==> src/rtl/smb_tmo_pkg.sv <==
package smb_tmo_pkg;

  // Per-cycle commands from the control to the counter datapath.
  typedef struct packed {
    logic primClr;
    logic primInc;
    logic extClr;
    logic extInc;
  } ctrl_strb_t;

endpackage

==> src/rtl/smb_tmo_counters.sv <==
module smb_tmo_counters
  import smb_tmo_pkg::*;
#(
  parameter int CNT_W = 24
) (
  input  logic             clk,
  input  logic             rstN,
  input  ctrl_strb_t       strb,
  input  logic [CNT_W-1:0] primLimit,
  input  logic [CNT_W-1:0] extLimit,
  output logic [CNT_W-1:0] primCnt,
  output logic [CNT_W-1:0] extCnt,
  output logic             primHit,
  output logic             primSat,
  output logic             extHit,
  output logic             extSat
);

  localparam int NUM_CNT = 2;

  logic [NUM_CNT-1:0]            clrVec;
  logic [NUM_CNT-1:0]            incVec;
  logic [NUM_CNT-1:0][CNT_W-1:0] limVec;
  logic [NUM_CNT-1:0][CNT_W-1:0] cntVec;
  logic [NUM_CNT-1:0]            hitVec;
  logic [NUM_CNT-1:0]            satVec;

  assign clrVec = {strb.extClr, strb.primClr};
  assign incVec = {strb.extInc, strb.primInc};
  assign limVec = {extLimit, primLimit};

  for (genvar i = 0; i < NUM_CNT; i++) begin : g_cnt
    logic [CNT_W-1:0] cntQ;

    always_ff @(posedge clk or negedge rstN) begin
      if (!rstN)          cntQ <= '0;
      else if (clrVec[i]) cntQ <= '0;
      else if (incVec[i]) cntQ <= cntQ + CNT_W'(1);
    end

    assign cntVec[i] = cntQ;
    assign hitVec[i] = (cntQ == limVec[i] - CNT_W'(1));
    assign satVec[i] = (cntQ == limVec[i]);
  end

  assign primCnt = cntVec[0];
  assign extCnt  = cntVec[1];
  assign primHit = hitVec[0];
  assign primSat = satVec[0];
  assign extHit  = hitVec[1];
  assign extSat  = satVec[1];

endmodule

==> src/rtl/smb_tmo_ctrl.sv <==
module smb_tmo_ctrl
  import smb_tmo_pkg::*;
#(
  parameter int THR_W      = 12,
  parameter int LOW_SHIFT  = 11,
  parameter int IDLE_SHIFT = 2,
  parameter int CNT_W      = 24
) (
  input  logic             clk,
  input  logic             rstN,
  input  logic             sclIn,
  input  logic             sdaIn,
  input  logic             stretchActive,
  input  logic             xferFrame,
  input  logic             flagClr,
  input  logic             cfgPrimWr,
  input  logic             cfgPrimEnable,
  input  logic             cfgPrimIdle,
  input  logic [THR_W-1:0] cfgPrimThresh,
  input  logic             cfgExtWr,
  input  logic             cfgExtEnable,
  input  logic [THR_W-1:0] cfgExtThresh,
  input  logic             primHit,
  input  logic             primSat,
  input  logic             extHit,
  input  logic             extSat,
  output ctrl_strb_t       strb,
  output logic [CNT_W-1:0] primLimit,
  output logic [CNT_W-1:0] extLimit,
  output logic             primEn,
  output logic             extEn,
  output logic             timeoutFlag,
  output logic             idleSeen
);

  logic             primIdle;
  logic [THR_W-1:0] primThr;
  logic [THR_W-1:0] extThr;
  logic [THR_W:0]   primSpan;
  logic [THR_W:0]   extSpan;
  logic             primCond;
  logic             primExpire;
  logic             extExpire;

  // Settings: threshold and mode are written only while their check is off.
  always_ff @(posedge clk or negedge rstN) begin
    if (!rstN) begin
      primEn   <= 1'b0;
      primIdle <= 1'b0;
      primThr  <= '0;
    end else if (cfgPrimWr) begin
      primEn <= cfgPrimEnable;
      if (!primEn) begin
        primIdle <= cfgPrimIdle;
        primThr  <= cfgPrimThresh;
      end
    end
  end

  always_ff @(posedge clk or negedge rstN) begin
    if (!rstN) begin
      extEn  <= 1'b0;
      extThr <= '0;
    end else if (cfgExtWr) begin
      extEn <= cfgExtEnable;
      if (!extEn) extThr <= cfgExtThresh;
    end
  end

  assign primSpan  = {1'b0, primThr} + (THR_W+1)'(1);
  assign extSpan   = {1'b0, extThr} + (THR_W+1)'(1);
  assign primLimit = primIdle ? (CNT_W'(primSpan) << IDLE_SHIFT)
                              : (CNT_W'(primSpan) << LOW_SHIFT);
  assign extLimit  = CNT_W'(extSpan) << LOW_SHIFT;

  assign primCond = primIdle ? (sclIn & sdaIn) : ~sclIn;

  always_comb begin
    strb.primClr = ~primEn | ~primCond;
    strb.primInc = ~strb.primClr & ~primSat;
    strb.extClr  = ~extEn | xferFrame;
    strb.extInc  = ~strb.extClr & stretchActive & ~extSat;
  end

  assign primExpire = strb.primInc & primHit;
  assign extExpire  = strb.extInc & extHit;

  // Expiry has priority over a clear in the same cycle.
  always_ff @(posedge clk or negedge rstN) begin
    if (!rstN)                        timeoutFlag <= 1'b0;
    else if (primExpire || extExpire) timeoutFlag <= 1'b1;
    else if (flagClr)                 timeoutFlag <= 1'b0;
  end

  assign idleSeen = primEn & primIdle & primSat;

endmodule

==> src/rtl/smbus_tmo_monitor.sv <==
module smbus_tmo_monitor
  import smb_tmo_pkg::*;
#(
  parameter int THR_W      = 12,
  parameter int LOW_SHIFT  = 11,
  parameter int IDLE_SHIFT = 2
) (
  input  logic             clk,
  input  logic             rstN,
  input  logic             sclIn,
  input  logic             sdaIn,
  input  logic             stretchActive,
  input  logic             xferFrame,
  input  logic             flagClr,
  input  logic             cfgPrimWr,
  input  logic             cfgPrimEnable,
  input  logic             cfgPrimIdle,
  input  logic [THR_W-1:0] cfgPrimThresh,
  input  logic             cfgExtWr,
  input  logic             cfgExtEnable,
  input  logic [THR_W-1:0] cfgExtThresh,
  output logic             timeoutFlag,
  output logic             idleSeen
);

  localparam int CNT_W = THR_W + 1 + LOW_SHIFT;

  ctrl_strb_t       strb;
  logic [CNT_W-1:0] primLimit;
  logic [CNT_W-1:0] extLimit;
  logic [CNT_W-1:0] primCnt;
  logic [CNT_W-1:0] extCnt;
  logic             primHit;
  logic             primSat;
  logic             extHit;
  logic             extSat;
  logic             primEn;
  logic             extEn;

  smb_tmo_ctrl #(
    .THR_W(THR_W), .LOW_SHIFT(LOW_SHIFT), .IDLE_SHIFT(IDLE_SHIFT), .CNT_W(CNT_W)
  ) ctrl_i (
    .clk(clk), .rstN(rstN), .sclIn(sclIn), .sdaIn(sdaIn),
    .stretchActive(stretchActive), .xferFrame(xferFrame), .flagClr(flagClr),
    .cfgPrimWr(cfgPrimWr), .cfgPrimEnable(cfgPrimEnable), .cfgPrimIdle(cfgPrimIdle),
    .cfgPrimThresh(cfgPrimThresh), .cfgExtWr(cfgExtWr), .cfgExtEnable(cfgExtEnable),
    .cfgExtThresh(cfgExtThresh), .primHit(primHit), .primSat(primSat),
    .extHit(extHit), .extSat(extSat), .strb(strb), .primLimit(primLimit),
    .extLimit(extLimit), .primEn(primEn), .extEn(extEn),
    .timeoutFlag(timeoutFlag), .idleSeen(idleSeen)
  );

  smb_tmo_counters #(.CNT_W(CNT_W)) cnt_i (
    .clk(clk), .rstN(rstN), .strb(strb), .primLimit(primLimit), .extLimit(extLimit),
    .primCnt(primCnt), .extCnt(extCnt), .primHit(primHit), .primSat(primSat),
    .extHit(extHit), .extSat(extSat)
  );

endmodule

==> config.mk <==
export PLATFORM = sky130hd
export DESIGN_NAME = smbus_tmo_monitor
export DESIGN_NICKNAME = d
export VERILOG_FILES = /design/src/rtl/smb_tmo_pkg.sv /design/src/rtl/smb_tmo_counters.sv /design/src/rtl/smb_tmo_ctrl.sv /design/src/rtl/smbus_tmo_monitor.sv
export SDC_FILE = /design/constraint.sdc
export NUM_CORES = 1
export LEC_CHECK = 0
export BUFFER_PORTS_ARGS = -buffer_cell sky130_fd_sc_hd__buf_2
export CAP_MARGIN = 20
export CORE_MARGIN = 5
export CORE_UTILIZATION = 50
export DETAILED_ROUTE_END_ITERATION = 8
export HOLD_SLACK_MARGIN = 0.15
export PLACE_DENSITY = 0.7
export SLEW_MARGIN = 20
export SYNTH_ARGS = -nofsm -noshare
export SYNTH_HDL_FRONTEND = slang
export SYNTH_SLANG_ARGS = --single-unit
export TNS_END_PERCENT = 20
==> constraint.sdc <==
create_clock -name clk -period 4.65 [get_ports clk]
set_input_delay 0.2325 -clock clk [delete_from_list [all_inputs] [get_ports clk]]
set_output_delay 0.2325 -clock clk [all_outputs]
set_load 0.02 [all_outputs]
# Word level (Yosys, flattened, before mapping)
# Cells that the tools add are included.
[totals]
output_inout_bits = 2
input_bits = 36
regBits = 76
wordCells = 50
[classes]
addsub = 6
n_bitwise = 18
muxes = 8
n_eq_ne = 4
n_reduce_logical = 6
[ops]
columns = ["op", "n"]
rows = [
  ["24-bit 2-to-1 mux", 5],
  ["24-bit equality test", 4],
  ["24-bit by 1-bit adder with 24-bit output (second input constant)", 2],
  ["24-bit by 1-bit subtractor with 24-bit output (second input constant)", 2],
  ["12-bit by 1-bit adder with 13-bit output (second input constant)", 2],
  ["1-bit bitwise AND", 8],
  ["1-bit NOT", 8],
  ["2-bit nonzero test", 3],
  ["2-bit AND reduction", 2],
  ["1-bit 2-to-1 mux", 3],
  ["1-bit OR", 2],
  ["1-bit logical OR", 1],
]

# Depth between registers and ports, before layout
[logic_depth]
ltp_word = 9
mapped_depth = 16

# Cells and area by module
# A second synthesis with hierarchy kept.
[hier_totals]
hier_cells = 707
hier_area_um2 = 6020.8
[modules_own_cells]
columns = ["mod", "area_each_um2", "instances", "cells_each"]
rows = [
  ["smb_tmo_counters", 4194.0, 1, 514],
  ["smb_tmo_ctrl", 1826.8, 1, 193],
]

# Worst setup path after synthesis
# OpenSTA, ideal clock, no wires.
[synth_timing]
path_kind = "register to output"
start = "reg ctrl_i.primThr[0]"
end = "out idleSeen"
arrival_ps = 2995
required_time_ps = 4418
slack_ps = 1422
path_buffers = 1
stages_incl_launch_ff = 10
path_cell_list = "dfrtp_1 -> ha_1 -> nand4_1 -> buf_2 -> or4_4 -> and2_4 -> nor4_2 -> a211oi_1 -> or3b_2 -> nor4_1"
[synth_between]
elab_chain_cells = 4
[synth_lines]
columns = ["item", "line", "source"]
rows = [
  ["start: declaration", "smb_tmo_ctrl.sv:37", "logic [THR_W-1:0] primThr;"],
  ["start signal: assignment", "smb_tmo_ctrl.sv:55", "primThr <= cfgPrimThresh;"],
  ["12-bit by 1-bit adder with 13-bit output", "smb_tmo_ctrl.sv:70", "assign primSpan = {1'b0, primThr} + (THR_W+1)'(1);"],
  ["24-bit 2-to-1 mux", "smb_tmo_ctrl.sv:72", "assign primLimit = primIdle ? (CNT_W'(primSpan) << IDLE_SHIFT)"],
  ["24-bit equality test", "smb_tmo_counters.sv:43", "assign satVec[i] = (cntQ == limVec[i]);"],
  ["1-bit bitwise AND", "smb_tmo_ctrl.sv:95", "assign idleSeen = primEn & primIdle & primSat;"],
  ["end: declaration", "smbus_tmo_monitor.sv:23", "output logic idleSeen"],
]
# No other way between the ends.

# Worst setup path in the final report
[layout_timing]
start = "reg ctrl_i.primThr[0]"
end = "reg ctrl_i.timeoutFlag"
[layout_between]
elab_chain_cells = 8
elab_cells_between_ends = 11
[layout_lines]
columns = ["item", "line", "source"]
rows = [
  ["12-bit by 1-bit adder with 13-bit output *", "smb_tmo_ctrl.sv:70", ""],
  ["24-bit 2-to-1 mux *", "smb_tmo_ctrl.sv:72", ""],
  ["parallel branches: the longest is 3 deep, another holds 24-bit by 1-bit subtractor with 24-bit output", "-", ""],
  ["1-bit bitwise AND *", "smb_tmo_ctrl.sv:85", "assign primExpire = strb.primInc & primHit;"],
  ["1-bit logical OR *", "smb_tmo_ctrl.sv:91", "else if (primExpire || extExpire) timeoutFlag <= 1'b1;"],
  ["1-bit 2-to-1 mux or 2-bit nonzero test (tied branches)", "-", ""],
  ["end signal: assignment", "smb_tmo_ctrl.sv:90", "if (!rstN) timeoutFlag <= 1'b0;"],
  ["end signal: assignment", "smb_tmo_ctrl.sv:91", ""],
  ["end signal: assignment", "smb_tmo_ctrl.sv:92", "else if (flagClr) timeoutFlag <= 1'b0;"],
  ["end: declaration", "smb_tmo_ctrl.sv:32", "output logic timeoutFlag,"],
]
# Every way passes the cells marked *.
# A chain may end at the register's enable or synchronous reset.

==> impl_metrics.env <==
export IMPL_crit_path_start_kind="flip-flop"
export IMPL_wire_per_inst_um=18.3
export IMPL_synthArstFlopShare_pct=100
export IMPL_yosys_cell_types_count=82
export IMPL_cap_violations=0
export IMPL_routedLengthMet1_mm=8.59
export IMPL_worstPathRequired_ns=4.91
export IMPL_grt_pass1_wl_mm=31.3
export IMPL_vdd_drop_max_mv=0.209
export IMPL_cpPeakStageDelay_ns=0.73
export IMPL_first_iter_violations=755
export IMPL_highest_signal_layer="met4"
export IMPL_cts_tree="yes"
export IMPL_area_growth_pct=12.0
export IMPL_dr_total_vias=6551
export IMPL_htreeDepth=3
export IMPL_port_buffers=37
export IMPL_slew_headroom_pct=39.4
export IMPL_final_area_mm2=0.00760
export IMPL_finalSetupTns_ns=0
export IMPL_hp_class="input pin to flip-flop"
export IMPL_cts_buffers=9
export IMPL_synth_top_flop_cell="dfrtp_1"
export IMPL_start_util_pct=51.0
export IMPL_nNetsFinal=907
export IMPL_synth_edf_count=0
export IMPL_total_power_mw=2.42
export IMPL_grt_pass1_vias=6111
export IMPL_synth_seq_area_share_pct=28.0
export IMPL_worstSetupPathType="flip-flop to flip-flop"
export IMPL_pin_count=38
export IMPL_dp_hpwl_mm=14.2
export IMPL_holdPathEnd="ctrl_i.timeoutFlag$_DFFE_PN0P_"
export IMPL_hold_ws_ns=0.210
export IMPL_yosys_top_cells_area="dfrtp_1, xor2_1, xnor2_1"
export IMPL_synth_warning_count=0
export IMPL_min_path_cells=4
export IMPL_rrSetupSlack_ns=0.44
export IMPL_crit_fanout=13
export IMPL_grt_max_degree=77
export IMPL_fp_row_count=42
export IMPL_final_period_utilization_pct=90.6
export IMPL_placed_cell_area_mm2=0.00697
export IMPL_track_usage_pct=23.8
export IMPL_dr_pass1_iters=5
export IMPL_antenna_found_initial=0
export IMPL_routed_wl_mm=19.1
export IMPL_syn_inst=845
export IMPL_crit_path_end_kind="flip-flop"
export IMPL_drive_gt1_share_pct=13.6
export IMPL_fin_crit_ns=4.21
export IMPL_drv_slew=0
export IMPL_fmax_mhz=237
export IMPL_cp_cell_sequence="ha_1 -> nand4_1 -> buf_4 -> or3_1 -> a31o_2 -> a311o_1 -> a221oi_1 -> o221ai_1 -> a2111oi_0 -> o2111ai_1 -> o31ai_1"
export IMPL_ctsResizeCount=0
export IMPL_antennaDiodeCount=0
export IMPL_syn_nets=888
export IMPL_synth_top_area_share_pct=28.0
export IMPL_cts_root_buf="clkbuf_16"
export IMPL_finalWeightedCongestion=0.958
export IMPL_synth_top_cell_by_area="dfrtp_1"
export IMPL_antenna_left=0
export IMPL_insertion_delay_ns=0.35
export IMPL_path_clk_slew_ns=0.06
export IMPL_status="complete, no violations"
export IMPL_setup_slack_ns=0.435
export IMPL_clock_sinks=76
export IMPL_ys_seq_elements=76
export IMPL_path_buf_inv=1
export IMPL_worstReg2RegStart="ctrl_i.primThr[0]$_DFFE_PN0P_"
export IMPL_p_per_area_mw_per_mm2=318
export IMPL_die_width_um=126
export IMPL_reg2reg_depth=11
export IMPL_worst_path_max_delay_cell="a2111oi_0"
export IMPL_drc=0
export IMPL_fin_skew_ns=0.00667
export IMPL_worst_pin_slew_ns=0.909
export IMPL_place_ws_ns=0.526
export IMPL_final_setup_viol_count=0
export IMPL_via_per_inst=6.27
export IMPL_wl_met2_mm=8.71
export IMPL_dr_wl_met3_mm=1.21
export IMPL_core_area_mm2=0.0133
export IMPL_avgSynthCellArea_um2=8.03
export IMPL_grt_setup_unrepaired="no"
export IMPL_die_area_mm2=0.0160
export IMPL_fp_dieH_um=126
export IMPL_cellLeakagePower_nw=3.04
export IMPL_finalHoldViolCount=0
export IMPL_crit_family="compound AO/OA/AOI/OAI gates"
export IMPL_cp_arrival_ns=4.47
export IMPL_synth_area_mm2=0.00679
export IMPL_grt_overflow_total=0
export IMPL_r2r_end="ctrl_i.timeoutFlag$_DFFE_PN0P_"
export IMPL_min_from="flagClr"
export IMPL_cts_path_max_buffers=2
worst min-delay path, delay by kind of cell:
family / cells / cell delay (ns)
AOI/OAI and AO/OA: 2 / 0.14
buffers and inverters: 2 / 0.16
layout by cell type, fill, tap and decap left out, types with 5 or more instances in the layout:
cell type      Yosys  layout
dfrtp_1           76      76
nor2_1            75      75
nand2_1           58      58
nand3_1           45      45
xor2_1            41      41
xnor2_1           40      40
a21oi_1           38      38
buf_2             21      36
dlygate4sd3_1      0      30
and3_1            26      26
inv_1             25      25
nand4_1           24      24
o21ai_0           22      22
mux2_2            21      21
nor4_1            21      21
nor3_1            20      20
or3_1             18      18
a31oi_1           14      14
and2_1            13      13
buf_4              0      12
a211oi_1          10      10
o21ai_1            9       9
nor2b_1            9       9
or2_2              9       9
o211ai_1           9       9
or4_1              9       9
clkbuf_16          0       9
o2111ai_1          8       8
and4_1             7       7
ha_1               7       7
nand2b_1           6       6
mux2i_1            6       6
o31ai_1            6       6
o22ai_1            6       6
o21a_1             5       5
per-layer routing:
layer  track usage (%)  up-vias
met2              37.4      235
met3              4.71       42
met1              32.2     3121
met4              9.84        0
met5                 0        -
li1                  -     3153
area by class of cell:
type / count / area [um^2]
clock buffer: 9 / 225
clock inverter: 7 / 75.1
fill: 1185 / 5690
inverter: 25 / 93.8
multi-input combinational: 673 / 4490
sequential: 76 / 1900
tap: 176 / 220
timing repair buffer: 79 / 598
repair_timing:
item | CTS | global route
buffers inserted | 0 | 0
hold endpoints to repair | 103 | 0
hold buffers | 30 | 0
how the worst max path moves through the flow:
stage	cells past startpoint	startpoint	slack, ns	to
final	11	ctrl_i.primThr[0]$_DFFE_PN0P_	0.44	ctrl_i.timeoutFlag$_DFFE_PN0P_
after global routing	11	ctrl_i.primThr[0]$_DFFE_PN0P_	0.20	ctrl_i.timeoutFlag$_DFFE_PN0P_
after CTS	11	ctrl_i.primThr[0]$_DFFE_PN0P_	0.50	ctrl_i.timeoutFlag$_DFFE_PN0P_
after detailed placement	11	ctrl_i.primThr[0]$_DFFE_PN0P_	0.53	ctrl_i.timeoutFlag$_DFFE_PN0P_
after global placement	11	ctrl_i.primThr[0]$_DFFE_PN0P_	0.60	ctrl_i.timeoutFlag$_DFFE_PN0P_
after floorplan	9	ctrl_i.primThr[0]$_DFFE_PN0P_	1.42	idleSeen
cell usage after synthesis, drive strengths merged, types with 4 or more instances:
library cell	instances
nor2b	9
nand2b	6
or3	18
nor4b	5
a41o	4
o211ai	9
a21oi	38
nor2	75
buf	27
nand4	25
inv	25
a31o	7
and4	7
o2111ai	8
clkbuf	44
nand2	58
nand3b	4
a211oi	11
dfrtp	76
mux2	21
and3	27
xnor2	40
nand3	47
o221ai	4
nor4	22
o21a	5
or4	11
and2	15
or2	9
o21ai	31
o31ai	8
o22ai	6
a311oi	4
a31oi	14
ha	7
nor3	21
mux2i	7
xor2	41
flip-flops by register name, indices dropped and copies added (netlist names):
register,cells
cnt_i.extCnt,24
ctrl_i.primEn,1
ctrl_i.extEn,1
cnt_i.primCnt,24
ctrl_i.timeoutFlag,1
ctrl_i.primIdle,1
ctrl_i.extThr,12
ctrl_i.primThr,12
kinds of logic after synthesis:
logic type      count (synthesis)  synth area share, %
compound gates                187                 19.4
xor+xnor                       84                 11.5
fa+ha+maj                       7                 1.29
buf+inv                        96                 5.83
flops                          76                 28.0
mux                            28                 4.57
simple gates                  367                 29.4
through the flow:
stage | util [%] | cells
after global routing | 57.2 | 1045
after global placement | 52.5 | 998
after floorplan | - | 845
after CTS | 57.0 | 1044
final | 57.2 | 1045
after detailed placement | 52.5 | 998
report_power, final:
group / total [mW] / leakage (nW) / internal [mW] / switching [mW]
registers: 0.814 / 1.00 / 0.704 / 0.110
clock network: 0.717 / 0.150 / 0.419 / 0.298
logic: 0.884 / 1.88 / 0.364 / 0.520
No activity file was read; power rests on OpenSTA's default activity.
